`src/rtl/cnt16_pkg.sv`:
```
`timescale 1ns/1ps
package cnt16_pkg;
    localparam int SEL_W = 3;
    localparam logic [SEL_W-1:0] SEL_STOP = 3'd0;
    localparam logic [SEL_W-1:0] SEL_FALL = 3'd6;
    localparam logic [SEL_W-1:0] SEL_RISE = 3'd7;
    localparam logic ADDR_LO = 1'b0;
    localparam logic ADDR_HI = 1'b1;
endpackage

```
`src/rtl/cnt_src_sel.sv`:
```
`timescale 1ns/1ps
module cnt_src_sel
    import cnt16_pkg::*;
#(
    parameter int TAP_N  = 5,
    parameter int SYNC_N = 2
) (
    input  logic             clk,
    input  logic             rst_n,
    input  logic [SEL_W-1:0] sel,
    input  logic [TAP_N-1:0] tap_en,
    input  logic             ext_pin,
    output logic             tick
);
    localparam int PIPE_W = SYNC_N + 1;

    typedef struct packed {
        logic [PIPE_W-1:0] pipe;
    } src_st_t;

    src_st_t st_d, st_q;
    logic synced, prev, rise, fall;

    assign synced = st_q.pipe[SYNC_N-1];
    assign prev   = st_q.pipe[SYNC_N];
    assign rise   = synced & ~prev;
    assign fall   = ~synced & prev;

    always_comb begin
        st_d      = st_q;
        st_d.pipe = {st_q.pipe[PIPE_W-2:0], ext_pin};
        tick      = 1'b0;
        if (sel == SEL_RISE) begin
            tick = rise;
        end else if (sel == SEL_FALL) begin
            tick = fall;
        end else begin
            for (int i = 0; i < TAP_N; i++) begin
                if (int'(sel) == i + 1) tick = tap_en[i];
            end
        end
    end

    always_ff @(posedge clk or negedge rst_n) begin
        if (!rst_n) st_q <= '0;
        else        st_q <= st_d;
    end

    // an edge tick needs the pin at the new level two clocks earlier
    p_rise_source_r12: assert property (@(posedge clk) disable iff (!rst_n)
        (sel == SEL_RISE && tick) |-> (synced && !prev));
    p_stop_quiet_r5: assert property (@(posedge clk) disable iff (!rst_n)
        (sel == SEL_STOP) |-> !tick);
endmodule

```
`src/rtl/cnt_core.sv`:
```
`timescale 1ns/1ps
module cnt_core #(
    parameter int CNT_W = 16
) (
    input  logic             clk,
    input  logic             rst_n,
    input  logic             tick,
    input  logic             dir_down,
    input  logic             clr,
    input  logic             ld,
    input  logic [CNT_W-1:0] ld_val,
    output logic [CNT_W-1:0] cnt,
    output logic             at_top,
    output logic             at_bottom,
    output logic             ovf
);
    localparam logic [CNT_W-1:0] CNT_MAX = {CNT_W{1'b1}};
    localparam logic [CNT_W-1:0] ONE     = CNT_W'(1);

    typedef struct packed {
        logic [CNT_W-1:0] cnt;
        logic             ovf;
    } core_st_t;

    core_st_t st_d, st_q;

    always_comb begin
        st_d     = st_q;
        st_d.ovf = 1'b0;
        if (ld) begin
            st_d.cnt = ld_val;
        end else if (tick) begin
            if (clr) begin
                st_d.cnt = '0;
            end else if (dir_down) begin
                st_d.cnt = st_q.cnt - ONE;
            end else begin
                st_d.cnt = st_q.cnt + ONE;
                st_d.ovf = (st_q.cnt == CNT_MAX);
            end
        end
    end

    always_ff @(posedge clk or negedge rst_n) begin
        if (!rst_n) st_q <= '0;
        else        st_q <= st_d;
    end

    assign cnt       = st_q.cnt;
    assign ovf       = st_q.ovf;
    assign at_top    = (st_q.cnt == CNT_MAX);
    assign at_bottom = (st_q.cnt == '0);

    p_load_wins_r9: assert property (@(posedge clk) disable iff (!rst_n)
        ld |=> (cnt == $past(ld_val)));
    p_clear_r4: assert property (@(posedge clk) disable iff (!rst_n)
        (tick && clr && !ld) |=> (cnt == '0));
    p_up_step_r1: assert property (@(posedge clk) disable iff (!rst_n)
        (tick && !clr && !ld && !dir_down) |=> (cnt == $past(cnt) + ONE));
    p_hold_r5: assert property (@(posedge clk) disable iff (!rst_n)
        (!tick && !ld) |=> $stable(cnt));
    p_ovf_at_zero_r3: assert property (@(posedge clk) disable iff (!rst_n)
        ovf |-> at_bottom);
endmodule

```
`src/rtl/cnt_byte_if.sv`:
```
`timescale 1ns/1ps
module cnt_byte_if
    import cnt16_pkg::*;
#(
    parameter int BUS_W = 8
) (
    input  logic               clk,
    input  logic               rst_n,
    input  logic               addr,
    input  logic               rd,
    input  logic               wr,
    input  logic [BUS_W-1:0]   wdata,
    input  logic [2*BUS_W-1:0] cnt,
    output logic [BUS_W-1:0]   rdata,
    output logic               ld,
    output logic [2*BUS_W-1:0] ld_val
);
    localparam int CNT_W = 2 * BUS_W;

    typedef struct packed {
        logic [BUS_W-1:0] shadow;
    } bif_st_t;

    bif_st_t st_d, st_q;
    logic [BUS_W-1:0] live_hi;

    assign live_hi = cnt[CNT_W-1:BUS_W];

    always_comb begin
        st_d   = st_q;
        ld     = 1'b0;
        ld_val = {st_q.shadow, wdata};
        if (wr) begin
            if (addr == ADDR_HI) st_d.shadow = wdata;
            else                 ld = 1'b1;
        end else if (rd && addr == ADDR_LO) begin
            st_d.shadow = live_hi;
        end
        rdata = (addr == ADDR_HI) ? st_q.shadow : cnt[BUS_W-1:0];
    end

    always_ff @(posedge clk or negedge rst_n) begin
        if (!rst_n) st_q <= '0;
        else        st_q <= st_d;
    end

    p_capture_r7: assert property (@(posedge clk) disable iff (!rst_n)
        (rd && !wr && addr == ADDR_LO) |=> (st_q.shadow == $past(live_hi)));
    p_hi_write_r6: assert property (@(posedge clk) disable iff (!rst_n)
        (wr && addr == ADDR_HI) |=> (st_q.shadow == $past(wdata)));
    p_hi_no_load_r6: assert property (@(posedge clk) disable iff (!rst_n)
        (addr == ADDR_HI) |-> !ld);
endmodule

```
`src/rtl/byte_counter16.sv`:
```
`timescale 1ns/1ps
module byte_counter16
    import cnt16_pkg::*;
#(
    parameter int BUS_W  = 8,
    parameter int TAP_N  = 5,
    parameter int SYNC_N = 2
) (
    input  logic             clk,
    input  logic             rst_n,
    input  logic [2:0]       src_sel,
    input  logic [TAP_N-1:0] tap_en,
    input  logic             ext_pin,
    input  logic             dir_down,
    input  logic             clr,
    input  logic             bus_addr,
    input  logic             bus_rd,
    input  logic             bus_wr,
    input  logic [BUS_W-1:0] bus_wdata,
    output logic [BUS_W-1:0] bus_rdata,
    output logic             cnt_top,
    output logic             cnt_bottom,
    output logic             ovf_pulse
);
    localparam int CNT_W = 2 * BUS_W;

    logic             tick;
    logic             ld;
    logic [CNT_W-1:0] ld_val;
    logic [CNT_W-1:0] cnt;

    cnt_src_sel #(.TAP_N(TAP_N), .SYNC_N(SYNC_N)) u_src (
        .clk(clk), .rst_n(rst_n), .sel(src_sel), .tap_en(tap_en),
        .ext_pin(ext_pin), .tick(tick)
    );

    cnt_core #(.CNT_W(CNT_W)) u_core (
        .clk(clk), .rst_n(rst_n), .tick(tick), .dir_down(dir_down),
        .clr(clr), .ld(ld), .ld_val(ld_val), .cnt(cnt),
        .at_top(cnt_top), .at_bottom(cnt_bottom), .ovf(ovf_pulse)
    );

    cnt_byte_if #(.BUS_W(BUS_W)) u_bif (
        .clk(clk), .rst_n(rst_n), .addr(bus_addr), .rd(bus_rd), .wr(bus_wr),
        .wdata(bus_wdata), .cnt(cnt), .rdata(bus_rdata), .ld(ld), .ld_val(ld_val)
    );

    p_flags_excl_r10: assert property (@(posedge clk) disable iff (!rst_n)
        !(cnt_top && cnt_bottom));
    p_stopped_r5: assert property (@(posedge clk) disable iff (!rst_n)
        (src_sel == SEL_STOP && !(bus_wr && bus_addr == ADDR_LO)) |=> $stable(cnt));
endmodule

```
`config.mk`:
```
export PLATFORM = sky130hd
export DESIGN_NAME = byte_counter16
export DESIGN_NICKNAME = d
export VERILOG_FILES = /design/src/rtl/cnt16_pkg.sv /design/src/rtl/cnt_src_sel.sv /design/src/rtl/cnt_core.sv /design/src/rtl/cnt_byte_if.sv /design/src/rtl/byte_counter16.sv
export SDC_FILE = /design/constraint.sdc
export NUM_CORES = 1
export LEC_CHECK = 0
export CAP_MARGIN = 20
export CORE_MARGIN = 8
export CORE_UTILIZATION = 45
export DETAILED_ROUTE_END_ITERATION = 10
export DONT_BUFFER_PORTS = 1
export PLACE_DENSITY = 0.64
export SLEW_MARGIN = 20
export SYNTH_ARGS = -nofsm -noshare
export SYNTH_HDL_FRONTEND = slang
export SYNTH_SLANG_ARGS = --single-unit
```
`constraint.sdc`:
```
create_clock -name clk -period 5.6 [get_ports clk]
set_input_delay 1.12 -clock clk [delete_from_list [all_inputs] [get_ports clk]]
set_output_delay 1.12 -clock clk [all_outputs]
set_load 0.005 [all_outputs]
```
Word level (Yosys, flattened, before mapping)
Cells that the tools add are included.

$add $sub $neg: 2. Equal/unequal tests: 9. Mux-type cells: 20. Bitwise operators: 5. Reduce and logical (&&, ||, !) cells: 5.

Operators by type and width (count): two-way mux 16 bit (3); two-way mux 8 bit (4); == test 3 bit (second input constant) (6); two-way mux 17 bit (1); adder 16 x 1 -> 16 bit (second input constant) (1); == test 16 bit (second input constant) (1); logical NOT 16 bit (1); subtractor 16 x 1 -> 16 bit (second input constant) (1); two-way mux 1 bit (12); nonzero test 2 bit (2); == test 3 x 2 -> 1 bit (second input constant) (1); NOT 1 bit (3); AND 1 bit (2); inequality test 2 bit (second input constant) (1); AND reduction 2 bit (1); logical AND 1 bit (1).

Flip-flop bits (word level): 28. Bits of input ports: 24. Output and inout bits: 11.

Logic depth before layout (Yosys ltp)
Gate-level depths: netlist of run 1.

Depth after elaboration: 10. Depth in mapped cells: 8. Gate-level depth less buffers: 8.

Cells and area by module
From an unflattened synthesis of run 1, not the netlist that was laid out.

Cells, all modules: 244. Area total of the unflattened synthesis: 2323.5 sq um.

By module, submodules not included: cnt_core (instances 1, cells an instance 174, area an instance 1508.9 sq um, seq. area each 425.4 sq um); cnt_byte_if (instances 1, cells an instance 57, area an instance 653.1 sq um, seq. area each 200.2 sq um); cnt_src_sel (instances 1, cells an instance 13, area an instance 161.4 sq um, seq. area each 75.1 sq um).

Least setup slack after synthesis of run 1
OpenSTA, ideal clock, no wires.

Path kind: in2out. From: in bus_addr. To: out bus_rdata[0]. Data arrival time: 1840 ps. Path slack: 2640 ps. Stages on the path: 4. Buffers on the path: 2. Path through: clkbuf_1 clkbuf_1 nand2_1 o21ai_0.

Cells in the longest elaborated chain, start to end: 1.

RTL lines: start, declared (line byte_counter16.sv:16) `input logic bus_addr,`; two-way mux 8 bit (line cnt_byte_if.sv:39) `rdata = (addr == ADDR_HI) ? st_q.shadow : cnt[BUS_W-1:0];`; end, declared (line byte_counter16.sv:20) `output logic [BUS_W-1:0] bus_rdata,`.

No other way between the ends.

Final worst setup path of run 1
From: reg u_core.st_q, in the netlist u_core.cnt[0]. To: out cnt_top.

Cells in the longest elaborated chain, start to end: 1.

RTL lines: start, declared (line cnt_core.sv:25) `core_st_t st_d, st_q;`; start signal, assigned (line cnt_core.sv:46) `else st_q <= st_d;`; == test 16 bit (line cnt_core.sv:51) `assign at_top = (st_q.cnt == CNT_MAX);`; end, declared (line byte_counter16.sv:21) `output logic cnt_top,`.

No other way between the ends.

==> results of run 1 <==
path summary, 6_finish.rpt:
kind / from / to / slack, ns / depth (start not counted)
worst max-delay path: u_core.cnt[0]$_DFFE_PN0P_ / cnt_top / 2.96 / 2
worst min-delay path: u_src.st_q[0]$_DFF_PN0_ / u_src.st_q[1]$_DFF_PN0_ / 0.36 / 0
worst max register to register: u_src.st_q[1]$_DFF_PN0_ / u_core.cnt[7]$_DFFE_PN0P_ / 3.32 / 5
worst min register to register: u_src.st_q[0]$_DFF_PN0_ / u_src.st_q[1]$_DFF_PN0_ / 0.36 / 0
max in group asynchronous: rst_n / u_bif.st_q[5]$_DFFE_PN0P_ / 4.99 / 0
min in group asynchronous: rst_n / u_core.cnt[1]$_DFFE_PN0P_ / 0.52 / 0
layout by cell type (no fill, tap or decap), drive strengths merged, types with 5 or more instances in the layout:
cell / instances
xor2: 8
o21ai: 24
mux2i: 11
mux2: 13
xnor2: 5
nor4: 7
nor2b: 9
ha: 14
dfrtp: 28
nand4: 5
nor2: 19
nand2: 19
a21oi: 26
a211oi: 5
and3: 8
a21o: 7
layout make-up:
cell class | count | area, um2 | area share [%]
clock buffers | 4 | 55.1 | 2.31
repair buffers | 1 | 7.51 | 0.315
multi-input cells | 211 | 1520 | 63.7
inverters | 4 | 15.0 | 0.630
well taps | 70 | 87.6 | 3.67
flip-flops and latches | 28 | 701 | 29.4
registers in the layout, summed over array words and instances (netlist names):
| signal | flops |
|---|---|
| u_bif.st_q | 8 |
| u_core.cnt | 16 |
| u_core.ovf | 1 |
| u_src.st_q | 3 |
report_power, final:
group,leakage (nW),switching (mW),internal (mW)
sequential,0.345,0.0631,0.243
combinational,0.642,0.214,0.172
clock,0.0288,0.0634,0.0630
total,1.02,0.340,0.478
kinds of logic after synthesis:
logic type	after synthesis	synth area share, %
buffers and inverters	17	3.33
DFF	28	30.5
AOI/OAI and AO/OA	80	22.7
adders and majority gates	15	8.51
xor gates and xnor gates	13	4.96
and+or+nand+nor	78	17.2
muxes	25	12.7
through the flow:
stage                     worst slack (ns)  power [mW]  area (um2)  hold slack (ns)  utilization, %
after floorplan                       2.64       0.599        2290            0.331               -
after global placement                2.76       0.688        2330            0.333            46.5
after detailed placement              2.73       0.692        2330            0.335            46.5
after CTS                             2.95       0.817        2380            0.357            47.6
after global routing                  2.84       0.877        2380            0.381            47.6
final                                 2.96       0.819        2380            0.357            47.6
worst max-delay path: stages (launching register included):
cell     delay (ns)
dfrtp_1        0.51
nand4_1        0.15
nor4_1         0.60
per-layer routing:
metal / GRT usage, % / vias up
li1: - / 936
met1: 20.2 / 917
met2: 26.7 / 39
met3: 2.92 / 2
met4: 1.41 / 0
met5: 0 / -
==> results.py, run 1 <==
metrics = {
    "worst_setup_path": {
        "start_kind": "flop",
        "required_ns": 4.48,
        "crit_fanout": 7,
        "cp-end-kind": "output pin",
        "critPathKind": "flop to output pin",
        "critPathArrivalTime_ns": 1.52,
    },
    "logic_synthesis": {
        "yosysWarnings": 0,
        "synth_cells": 256,
        "synth.distinct_cells": 48,
        "seq_area_frac_synth_pct": 30.5,
        "async_flop_share_pct": 100,
        "synth_area_per_cell_um2": 8.96,
        "yosys.area.top_type": "dfrtp_1",
        "synth_most_common_cell": "dfrtp_1",
        "synth_common_cells": "dfrtp_1 (28), a21oi_1 (26), nand2_1 (19), nor2_1 (19), o21ai_0 (18)",
        "synth_area_leaders": "dfrtp_1 (31%), ha_1 (7.6%), mux2_2 (6.4%)",
        "synth_area_um2": 2290,
        "synthFlopType": "dfrtp_1",
        "synth_edf_count": 0,
        "synth_nets": 295,
        "ys_seq_elements": 28,
        "synth.top_cell.area_share_pct": 30.5,
    },
    "clock_network": {
        "ctsHoldBuffers": 0,
        "cts_resized": 0,
        "clock_sinks": 28,
        "clock_latency_ns": 0.27,
        "cts_buffer_depth": 2,
        "clkSlewWorstSetupHoldPaths_ns": 0.10,
        "cts-root-buf": "clkbuf_8",
        "cts_max_level": 1,
        "cts_setup_buffers": 0,
        "cts_tree": "yes",
        "cts-buffers-inserted": 3,
    },
    "placement": {
        "hpwl_um": 4510,
        "placed_cells": 314,
        "place_congestion": 0.892,
        "port_buffers": 0,
    },
    "drt": {
        "drtPass1Iterations": 4,
        "wl_met1_um": 2710,
        "drc": 0,
        "wire_per_inst_um": 18.2,
        "ant_nets": 0,
        "dr_wl_met2_um": 2820,
        "routed_wl_um": 5790,
        "top_layer_used": "met4",
        "vias_per_cell": 5.96,
        "wl_met3_um": 249,
        "vias": 1894,
        "detail_route.iter0.violations": 141,
    },
    "global_routing": {
        "grt_pass1_wl_um": 9490,
        "gr-total-overflow": 0,
        "grtUsageTotal_pct": 15.5,
        "grt_pass1_vias": 1827,
        "antenna_found_initial": 0,
        "grt_max_degree": 29,
    },
    "floorplanning": {
        "ios": 35,
        "fp.coreArea_um2": 5010,
        "die_w_um": 87.4,
        "die_area_um2": 7640,
        "die_h_um": 87.4,
        "rows": 26,
        "initial_core_util_pct": 45.8,
    },
    "timing": {
        "rsz0062_at_grt": "no",
        "setup-tns-final_ns": 0,
        "post-route-period-util_pct": 47.2,
        "max_freq_ghz": 0.378,
        "min_period_ns": 2.64,
        "setup_violations": 0,
        "hold_violations": 0,
        "fin_worst_skew_ns": 0.00499,
        "relSlewSlack_pct": 34.0,
        "worst_pin_slew_ns": 0.988,
        "maxSlewViolCount": 0,
    },
    "cells_and_area": {
        "n_antenna_cell": 0,
        "syn_to_final_growth_pct": 3.87,
        "final_layout_size_suffix_gt1_share_pct": 11.3,
        "fin_cells": 318,
        "nets": 288,
        "fillers": 516,
    },
    "power_and_ir_drop": {
        "ir_worst_vdd_uv": 156,
        "powerDensity_nw_per_um2": 343,
        "p_leak_nw": 1.02,
    },
    "run_status": {
        "status": "complete, no violations",
    },
    "worst_hold_path": {
        "min_path_type": "flop to flop",
    },
    "job": {
        "max_cap_viol_count": 0,
    },
}
Note: power is estimated with default switching activity, not from simulation.
==> inputs of run 2 (changes only) <==
--- a/config.mk
+++ b/config.mk
@@ -10,7 +10,7 @@
 export CORE_UTILIZATION = 45
 export DETAILED_ROUTE_END_ITERATION = 10
 export DONT_BUFFER_PORTS = 1
-export PLACE_DENSITY = 0.64
+export PLACE_DENSITY = 0.66
 export SLEW_MARGIN = 20
 export SYNTH_ARGS = -nofsm -noshare
 export SYNTH_HDL_FRONTEND = slang
==> constraint.sdc (replaced) <==
create_clock -name clk -period 2.2 [get_ports clk]
set_input_delay 0.44 -clock clk [delete_from_list [all_inputs] [get_ports clk]]
set_output_delay 0.44 -clock clk [all_outputs]
set_load 0.005 [all_outputs]
==> run 2 against run 1 <==
Compared with the run above:
- critical path depth is 6 higher
- clock power grew to 2.6 times the previous value
- utilization is 3.2 points higher
- highest routed layer unchanged
- count of clock-buffer cells in the layout stayed put
- global-route usage is 0.66 points higher
- flip-flop and latch count stayed put
- combinational power grew to 2.9 times the previous value
- routed wire length is 6.2% higher
- sequential share of layout area is 1.9 points lower
- power grew to 2.7 times the previous value
- die area stayed put
- clock skew is 0.0023 ns higher
- critical path type is now flop to flop
==> results.py, run 2 (same netlist as run 1, synthesis figures left out) <==
metrics = {
    "timing": {
        "min_period_ns": 2.13,
        "rsz0062_at_grt": "yes",
        "max_freq_ghz": 0.469,
        "hold_violations": 0,
        "post-route-period-util_pct": 96.9,
        "setup-tns-final_ns": 0,
        "worst_pin_slew_ns": 0.584,
        "fin_worst_skew_ns": 0.00728,
        "relSlewSlack_pct": 61.1,
        "maxSlewViolCount": 0,
        "setup_violations": 0,
    },
    "worst_setup_path": {
        "worstPathBufferInverterCount": 1,
        "worst-r2r-setup-slack_ns": 0.07,
        "reg2reg_from": "u_core.cnt[1]$_DFFE_PN0P_",
        "crit_chain": "inv_1 -> fa_1 -> nor2b_1 -> o2111ai_1 -> a21oi_2 -> a21oi_1 -> xor2_1 -> o21ai_1",
        "critPathKind": "flop to flop",
        "critPathSlowestCell": "dfrtp_1",
        "worst_r2r_path_depth": 8,
        "cp-end-kind": "flop",
        "start_kind": "flop",
        "crit_fanout": 5,
        "r2r_end": "u_core.cnt[12]$_DFFE_PN0P_",
        "required_ns": 2.35,
        "slowest_delay_ns": 0.46,
        "critPathArrivalTime_ns": 2.28,
        "path_delay_family": "compound AO/OA/AOI/OAI gates",
    },
    "global_routing": {
        "grt_pass1_vias": 1946,
        "grtUsageMet1_pct": 20.4,
        "use_met2_pct": 26.7,
        "antenna_found_initial": 0,
        "top_usage_layer": "met2",
        "use_met3_pct": 4.34,
        "gr-total-overflow": 0,
        "grtUsageTotal_pct": 16.2,
        "grt_pass1_wl_um": 9800,
        "grt_max_degree": 29,
    },
    "drt": {
        "drc": 0,
        "vias_per_cell": 5.92,
        "detail_route.iter0.violations": 122,
        "wire_per_inst_um": 18.4,
        "ant_nets": 0,
        "vias": 1978,
        "drtPass1Iterations": 4,
        "routed_wl_um": 6150,
    },
    "floorplanning": {
        "die_h_um": 87.4,
        "ios": 35,
        "die_w_um": 87.4,
        "die_area_um2": 7640,
        "initial_core_util_pct": 45.8,
        "fp.coreArea_um2": 5010,
        "rows": 26,
    },
    "cells_and_area": {
        "fillers": 507,
        "nets": 304,
        "layout_commonest_cell": "dfrtp_1",
        "n_antenna_cell": 0,
        "final_cell_mix": "dfrtp_1 (28), a21oi_1 (25), nand2_1 (19), nor2_1 (19), o21ai_0 (17)",
        "largest_register_ffs": 16,
        "fin_cells": 334,
        "syn_to_final_growth_pct": 10.9,
        "final_layout_size_suffix_gt1_share_pct": 17.8,
    },
    "clock_network": {
        "cts-root-buf": "clkbuf_8",
        "clock_sinks": 28,
        "clkSlewWorstSetupHoldPaths_ns": 0.10,
        "cts_tree": "yes",
        "cts_max_level": 1,
        "cts-buffers-inserted": 3,
        "clock_latency_ns": 0.28,
        "cts_buffer_depth": 2,
    },
    "worst_hold_path": {
        "min_path_type": "input pin to flop",
        "holdPathStages": 0,
        "hp-start": "ext_pin",
        "hold_end": "u_src.st_q[0]$_DFF_PN0_",
    },
    "placement": {
        "place_congestion": 0.907,
        "port_buffers": 0,
        "placed_cells": 327,
        "hpwl_um": 4720,
    },
    "power_and_ir_drop": {
        "p_leak_nw": 1.10,
        "powerDensity_nw_per_um2": 864,
        "ir_worst_vdd_uv": 457,
    },
    "run_status": {
        "status": "complete, no violations",
    },
    "job": {
        "max_cap_viol_count": 0,
    },
}
run 2: cell type report:
cell class / instances / area, um2 / share of cell area [%]
Multi-Input combinational cell: 211 / 1540 / 60.6
Sequential cell: 28 / 701 / 27.5
Tap cell: 70 / 87.6 / 3.44
Clock buffer: 4 / 55.1 / 2.16
Inverter: 4 / 15.0 / 0.590
Timing Repair Buffer: 17 / 143 / 5.61
run 2: routing by layer:
metal | routed length, um | share of wire, %
met1 | 2750 | 45
met2 | 2950 | 48
met3 | 383 | 6.2
met4 | 72 | 1.2
met5 | 0 | 0
run 2: how the worst max path moves through the flow:
stage	endpoint	from	cells past startpoint
3_5_place_dp	u_core.cnt[15]$_DFFE_PN0P_	dir_down	7
2_1_floorplan	u_core.cnt[15]$_DFFE_PN0P_	dir_down	7
6_report	u_core.cnt[12]$_DFFE_PN0P_	u_core.cnt[1]$_DFFE_PN0P_	8
4_1_cts	u_core.cnt[15]$_DFFE_PN0P_	u_core.cnt[1]$_DFFE_PN0P_	7
5_1_grt	u_core.cnt[12]$_DFFE_PN0P_	u_core.cnt[1]$_DFFE_PN0P_	8
3_3_place_gp	u_core.cnt[15]$_DFFE_PN0P_	dir_down	7
run 2: metrics by stage:
stage	cell area, um2	setup slack (ns)	total power, mW	hold slack (ns)	utilization, %
2_1_floorplan	2290	0.146	1.53	0.144	-
3_3_place_gp	2430	0.0744	1.80	0.145	48.4
3_5_place_dp	2430	0.0327	1.82	0.145	48.4
4_1_cts	2510	0.0522	2.17	0.174	50.1
5_1_grt	2540	-0.0369	2.36	0.157	50.8
6_report	2540	0.0684	2.20	0.177	50.8
run 2: worst register-to-register path, stage by stage (launching register included):
cell and delay (ns):
dfrtp_1 0.46, inv_1 0.10, fa_1 0.41, nor2b_1 0.22, o2111ai_1 0.18, a21oi_2 0.20
a21oi_1 0.10, xor2_1 0.24, o21ai_1 0.09
run 2: repair_timing:
action,in CTS,in global routing
endpoints found under the hold margin,28,0
resized for setup,0,6
setup buffers,0,1
hold buffers,2,0
setup endpoints to repair,0,4
run 2: report_power, final:
group	switching (mW)	internal (mW)	leakage (nW)
clock network	0.166	0.160	0.0288
logic	0.600	0.515	0.725
registers	0.137	0.618	0.345
